===== config.mk =====
export PLATFORM = sky130hd
export DESIGN_NAME = pwm_chopper
export DESIGN_NICKNAME = d
export VERILOG_FILES = /design/src/rtl/chop_pkg.sv /design/src/rtl/chop_cfg_lock.sv /design/src/rtl/chop_start_timer.sv /design/src/rtl/chop_carrier.sv /design/src/rtl/pwm_chopper.sv
export SDC_FILE = /design/constraint.sdc
export NUM_CORES = 1
export LEC_CHECK = 0
export BUFFER_PORTS_ARGS = -buffer_cell sky130_fd_sc_hd__buf_2
export CORE_ASPECT_RATIO = 0.5
export CORE_MARGIN = 10
export CORE_UTILIZATION = 40
export DETAILED_ROUTE_END_ITERATION = 10
export GPL_TIMING_DRIVEN = 0
export PLACE_DENSITY = 0.59
export SYNTH_ARGS = -nofsm -noshare
export SYNTH_HDL_FRONTEND = slang
export SYNTH_SLANG_ARGS = --single-unit

===== constraint.sdc =====
create_clock -name clk -period 3.6 [get_ports clk]
set_input_delay 0.18 -clock clk [delete_from_list [all_inputs] [get_ports clk]]
set_output_delay 0.18 -clock clk [all_outputs]
set_load 0.05 [all_outputs]

===== src/rtl/chop_pkg.sv =====
package chop_pkg;

    localparam int SPW_W      = 4;
    localparam int DUTY_W     = 3;
    localparam int FRQ_W      = 4;
    localparam int UNIT_CYC   = 16;
    localparam int NSLICE     = 1 << DUTY_W;
    localparam int SLICE_UNIT = UNIT_CYC / NSLICE;
    localparam int ST_CNT_W   = $clog2(UNIT_CYC * (1 << SPW_W)) + 1;
    localparam int CAR_CNT_W  = $clog2(UNIT_CYC * (1 << FRQ_W));

    typedef logic [ST_CNT_W-1:0]  st_cnt_t;
    typedef logic [CAR_CNT_W-1:0] car_cnt_t;

    typedef struct packed {
        logic [SPW_W-1:0]  spw;
        logic [DUTY_W-1:0] duty;
        logic [FRQ_W-1:0]  frq;
    } chop_cfg_t;

    typedef enum logic [1:0] {
        PH_IDLE,
        PH_START,
        PH_CARRY,
        PH_BYPASS
    } chop_phase_e;

    function automatic st_cnt_t start_len(input logic [SPW_W-1:0] spw);
        return st_cnt_t'((32'(spw) + 1) * UNIT_CYC);
    endfunction

    function automatic car_cnt_t car_last(input logic [FRQ_W-1:0] frq);
        return car_cnt_t'((32'(frq) + 1) * UNIT_CYC - 1);
    endfunction

    function automatic car_cnt_t car_high(input logic [DUTY_W-1:0] duty,
                                          input logic [FRQ_W-1:0]  frq);
        return car_cnt_t'(32'(duty) * SLICE_UNIT * (32'(frq) + 1));
    endfunction

endpackage


===== src/rtl/chop_cfg_lock.sv =====
module chop_cfg_lock
    import chop_pkg::*;
(
    input  logic      clk,
    input  logic      rst,
    input  logic      lock,
    input  logic      we,
    input  chop_cfg_t wr_cfg,
    output chop_cfg_t cfg
);

    always_ff @(posedge clk) begin
        if (rst) begin
            cfg <= '0;
        end else if (we && !lock) begin
            cfg <= wr_cfg;
        end
    end

endmodule


===== src/rtl/chop_start_timer.sv =====
module chop_start_timer
    import chop_pkg::*;
(
    input  logic    clk,
    input  logic    rst,
    input  logic    clr,
    input  st_cnt_t len,
    output logic    active
);

    st_cnt_t cnt;

    always_ff @(posedge clk) begin
        if (rst || clr) begin
            cnt <= '0;
        end else if (cnt != len) begin
            cnt <= cnt + 1'b1;
        end
    end

    assign active = (cnt < len);

endmodule


===== src/rtl/chop_carrier.sv =====
module chop_carrier
    import chop_pkg::*;
(
    input  logic     clk,
    input  logic     rst,
    input  logic     clr,
    input  car_cnt_t last,
    input  car_cnt_t high_len,
    output logic     carrier
);

    car_cnt_t pos;

    always_ff @(posedge clk) begin
        if (rst || clr) begin
            pos <= '0;
        end else if (pos == last) begin
            pos <= '0;
        end else begin
            pos <= pos + 1'b1;
        end
    end

    assign carrier = (pos < high_len);

endmodule


===== src/rtl/pwm_chopper.sv =====
module pwm_chopper
    import chop_pkg::*;
(
    input  logic              clk,
    input  logic              rst,
    input  logic              chop_en,
    input  logic              sig_in,
    input  logic              cfg_we,
    input  logic [SPW_W-1:0]  cfg_start_w,
    input  logic [DUTY_W-1:0] cfg_duty,
    input  logic [FRQ_W-1:0]  cfg_freq,
    output logic              sig_out
);

    chop_cfg_t   wr_cfg;
    chop_cfg_t   cfg_q;
    chop_phase_e phase;
    logic        run;
    logic        in_start;
    logic        carrier;
    logic        out_d;

    assign wr_cfg = '{spw: cfg_start_w, duty: cfg_duty, frq: cfg_freq};
    assign run    = chop_en && sig_in;

    chop_cfg_lock u_cfg (
        .clk    (clk),
        .rst    (rst),
        .lock   (chop_en),
        .we     (cfg_we),
        .wr_cfg (wr_cfg),
        .cfg    (cfg_q)
    );

    chop_start_timer u_start (
        .clk    (clk),
        .rst    (rst),
        .clr    (!run),
        .len    (start_len(cfg_q.spw)),
        .active (in_start)
    );

    chop_carrier u_car (
        .clk      (clk),
        .rst      (rst),
        .clr      (!run || in_start),
        .last     (car_last(cfg_q.frq)),
        .high_len (car_high(cfg_q.duty, cfg_q.frq)),
        .carrier  (carrier)
    );

    always_comb begin
        if (!chop_en)      phase = PH_BYPASS;
        else if (!sig_in)  phase = PH_IDLE;
        else if (in_start) phase = PH_START;
        else               phase = PH_CARRY;
    end

    always_comb begin
        case (phase)
            PH_BYPASS: out_d = sig_in;
            PH_START:  out_d = 1'b1;
            PH_CARRY:  out_d = carrier;
            default:   out_d = 1'b0;
        endcase
    end

    always_ff @(posedge clk) begin
        if (rst) sig_out <= 1'b0;
        else     sig_out <= out_d;
    end

endmodule


==> After elaboration in Yosys (flattened, before gate mapping) <==
Index checks and enable logic that the tools add are counted.
Widths: inputs -> output; s select.
{ "word_totals": {"reg_bits": 29, "latchBits": 0, "ramBits": 0, "romBits": 0, "output_inout_bits": 1, "memories": 0} }
{ "op_classes": {"n_addsub": 5, "mul": 1, "div_mod_pow": 0, "magnitude_cmp": 2, "n_eq_ne": 5, "n_shift": 0, "muxes": 4, "bitwise": 0, "reduce_logical": 8} }
{ "ops": {"columns": ["op", "n"], "rows": [
  ["$add 4x1->5 const B", 2],
  ["$add 9x1->9 const B", 1],
  ["$lt 9x9->1", 1],
  ["$ne 9x9->1", 1],
  ["$add 8x1->8 const B", 1],
  ["$eq 8x8->1", 1],
  ["$lt 8x8->1", 1],
  ["$sub 8x1->8 const B", 1],
  ["$mul 3x5->7", 1],
  ["$mux 2", 3],
  ["$eq 2x2->1 const B", 2],
  ["$logic_or 1x1->1", 3],
  ["$pmux 1 s3", 1],
  ["$eq 2x1->1 const B", 1],
  ["$logic_and 1x1->1", 2],
  ["$logic_not 1->1", 2],
  ["$reduce_or 2->1", 1]
]} }

==> Depth between registers and ports, before layout <==
{ "depth": {"word_depth": 7, "ltp_mapped": 15, "ltp_nobuf": 15} }

==> Cells and area by module <==
A second synthesis with hierarchy kept.
{ "hier_totals": {"cells_unflattened": 257, "area_unflattened_um2": 2252.2} }
{ "by_module_without_submodules": {"columns": ["mod", "instances", "cells_each", "area_each_um2"], "rows": [
  ["chop_start_timer", 1, 77, 646.9],
  ["chop_carrier", 1, 66, 573.0],
  ["pwm_chopper", 1, 64, 524.3],
  ["chop_cfg_lock", 1, 50, 508.0]
]} }

==> Worst setup path after synthesis <==
Ideal clock, no wire load.
{ "synth_timing": {"path_kind": "reg2reg", "startpoint": "register u_cfg.cfg[0] (netlist bit)", "endpoint": "register sig_out", "setup_ps": 91, "arrival_time_ps": 3076, "t_required_ps": 3509, "slack_ps": 433, "path_stages_with_launch": 14, "period_less_slack_ps": 3167, "path_cell_list": "dfxtp_1 -> ha_1 -> and2_1 -> fa_1 -> ha_1 -> inv_1 -> fa_1 -> xor2_1 -> ha_1 -> a211oi_1 -> o21ai_0 -> o2111ai_1 -> nand2_1 -> a311oi_1"} }
{ "synth_via": {"elab_chain_len": 4} }
{ "synth_rtl": {"columns": ["element", "line_no", "rtl"], "rows": [
  ["start: declaration", "chop_cfg_lock.sv:9", "output chop_cfg_t cfg"],
  ["start signal: assignment", "chop_cfg_lock.sv:16", "cfg <= wr_cfg;"],
  ["$add 4x1->5", "chop_pkg.sv:38", "return car_cnt_t'(32'(duty) * SLICE_UNIT * (32'(frq) + 1));"],
  ["$mul 3x5->7", "chop_pkg.sv:38", null],
  ["$lt 8x8->1", "chop_carrier.sv:24", "assign carrier = (pos < high_len);"],
  ["$pmux 1 s3", "pwm_chopper.sv:60", "case (phase)"],
  ["end signal: assignment", "pwm_chopper.sv:70", "else sig_out <= out_d;"],
  ["end: declaration", "pwm_chopper.sv:12", "output logic sig_out"]
]} }
No other way between the ends.
A chain may end at the register's enable or synchronous reset.

==> Worst setup path in the final report <==
Ends and elaborated chain as after synthesis.

==> impl_metrics.tcl <==
set metrics [dict create \
    crit_type "flop to flop" \
    worst-slew-pin-transition_ps 454.4 \
    ys_ff_latch 29 \
    fmax_mhz 298.5 \
    min_path_type "input port to flop" \
    path_clk_slew_ps 70 \
    cp_max_fo 8 \
    antenna_left 0 \
    critPathArrivalTime_ps 3550 \
    die_width_um 117.2 \
    rsz0062_at_grt "no" \
    ys_types 34 \
    ctsLongestPathBuffers 2 \
    nets 292 \
    cp-start-kind "flop" \
    synth_area_leaders "dfxtp_1, ha_1, nand2_1" \
    period_minus_slack_ps 3351 \
    cts.sinks 29 \
    cts.root.buffer_cell "clkbuf_8" \
    yosys_warnings 0 \
    slew_headroom_pct 69.71 \
    dr_wl_met3_um 82 \
    maxSlewViolCount 0 \
    drcViolationCount 0 \
    gr-usage-all-layers_pct 9.864 \
    portBuffers 16 \
    htree_levels 2 \
    syn-instance-count 227 \
    area_growth_pct 14.57 \
    layout_common_cells "nand2_1, dfxtp_1, ha_1" \
    fin_skew_ps 6.121 \
    initial_core_util_pct 42.10 \
    avgSynthCellArea_um2 8.323 \
    vias_per_cell 4.849 \
    vdd_drop_max_uv 222.6 \
    final_common_cell "nand2_1" \
    cts_tree "yes" \
    wl_met2_um 1857 \
    synth_edf_count 0 \
    drive_above_1_share_pct 13.15 \
    antennaDiodeCount 0 \
    dr.pass1.iters 4 \
    ys.flop_type "dfxtp_1" \
    fin_crit_sh_pct 93.07 \
    cts_buffers 5 \
    clock_latency_ps 280 \
    rows 17 \
    drt-met1-wl_um 1823 \
    hpwlAfterDp_um 3061 \
    setup_viol 0 \
    grt_max_degree 11 \
    wl_per_cell_um 12.04 \
    synth.net_count 269 \
    core_um2 4488 \
    vias 1537 \
    drt-total-wl_um 3816 \
    io_pins 17 \
    drtIter0Drc 37 \
    grt_pass1_wl_um 6223 \
    leakage_nw 0.9047 \
    die_h_um 68.60 \
    endpoint_kind "flop" \
    status "completed" \
    power_density_nw_per_um2 302.6 \
    gp_congestion 0.7747 \
    crit_required_ps 3800 \
    dieArea_um2 8039 \
    grt_overflow 0 \
    setup_tns_ps 0 \
    hold_violations 0 \
    synthArstFlopShare_pct 0 \
    ys_seq_area_share_pct 30.73 \
    maxUsedRoutingLayer "met4" \
    ctsHoldBuffers 0 \
    maxCapViolations 0 \
    hold_ws_ps 95.73 \
    synthDominantCellAreaShare_pct 30.73 \
    grt_pass1_vias 1451 \
    antenna_found_initial 0 \
    synth_top_area_cell "dfxtp_1" \
    synth_area_um2 1889 \
]
## logic make-up (layout without fill, tap and decap cells)
| family | count (synthesis) | after routing | share of synthesized area, % |
|---|---|---|---|
| AO/OA/AOI/OAI | 37 | 37 | 12.19 |
| multiplexers | 2 | 2 | 1.060 |
| adder cells (fa/ha/maj) | 26 | 26 | 18.81 |
| AND/OR/NAND/NOR | 90 | 90 | 22.78 |
| flip-flops | 29 | 29 | 30.73 |
| XOR/XNOR | 22 | 22 | 10.20 |
| buffers and inverters | 21 | 45 | 4.238 |
## cell usage after synthesis, types with 5 or more instances
master / instances
o21ai_0: 7
nor2_1: 9
a21oi_1: 20
and2_1: 5
nand2_1: 38
nor3_1: 7
xnor2_1: 12
xor2_1: 10
dfxtp_1: 29
nand3_1: 11
ha_1: 22
inv_1: 16
## sequential cells by signal, summed over array words and instances, names as in the netlist
register / cells
u_start.cnt: 9
sig_out: 1
u_car.pos: 8
u_cfg.cfg: 11
## repair_timing
action / in CTS / in global routing
resized for setup: 0 / 8
setup endpoints to repair: 0 / 1
buffers inserted: 0 / 0
## per-layer routing
metal / track usage [%] / up-vias
met3: 2.842 / 5
li1: - / 812
met5: 0 / -
met2: 17.83 / 8
met4: 4.587 / 0
met1: 10.76 / 712
## per-stage QoR
step            power, W  setup slack (ps)  area [um2]  std cells  utilization (%)
2_1_floorplan  0.0003851             432.9        1889        227                -
3_3_place_gp   0.0004051             96.32        2052        309            45.72
5_1_grt        0.0006890             14.55        2165        317            48.23
4_1_cts        0.0006640             12.42        2135        317            47.56
3_5_place_dp   0.0004073             26.12        2052        309            45.72
6_report       0.0006550             249.4        2165        317            48.23
## worst max-delay path, stage by stage (launching register included)
cell	delay, ps
dfxtp_4	370
ha_2	220
xor2_2	160
and2_1	180
fa_1	480
ha_1	170
inv_1	60
fa_1	400
inv_1	80
a21o_1	110
a21oi_1	70
xnor2_1	190
ha_1	270
a21oi_1	150
nand2_1	100
a311oi_1	250
## power by group
part,switching [W],internal (W)
Clock,0.000122,0.000134
Sequential,0.00000786,0.000327
Combinational,0.0000370,0.0000277
Total,0.000167,0.000489
## final timing paths
| check | from | end | slack [ps] | depth (start not counted) |
|---|---|---|---|---|
| worst max register to register | u_cfg.cfg[0] | sig_out | 250 | 15 |
| worst min register to register | u_car.pos[0] | u_car.pos[0] | 460 | 1 |
| worst min-delay path | rst | u_cfg.cfg[7] | 100 | 2 |
| worst max-delay path | u_cfg.cfg[0] | sig_out | 250 | 15 |
## cell type report
class	instances	area (um2)
flip-flops and latches	29	588.1
plain buffers	5	20.02
well taps	66	82.58
inverters	16	60.06
fillers	449	2323
repair buffers	16	80.08
clock inverters	2	10.01
clock buffers	6	72.57
multi-input cells	177	1251
Note: power is estimated with default switching activity, not from simulation.
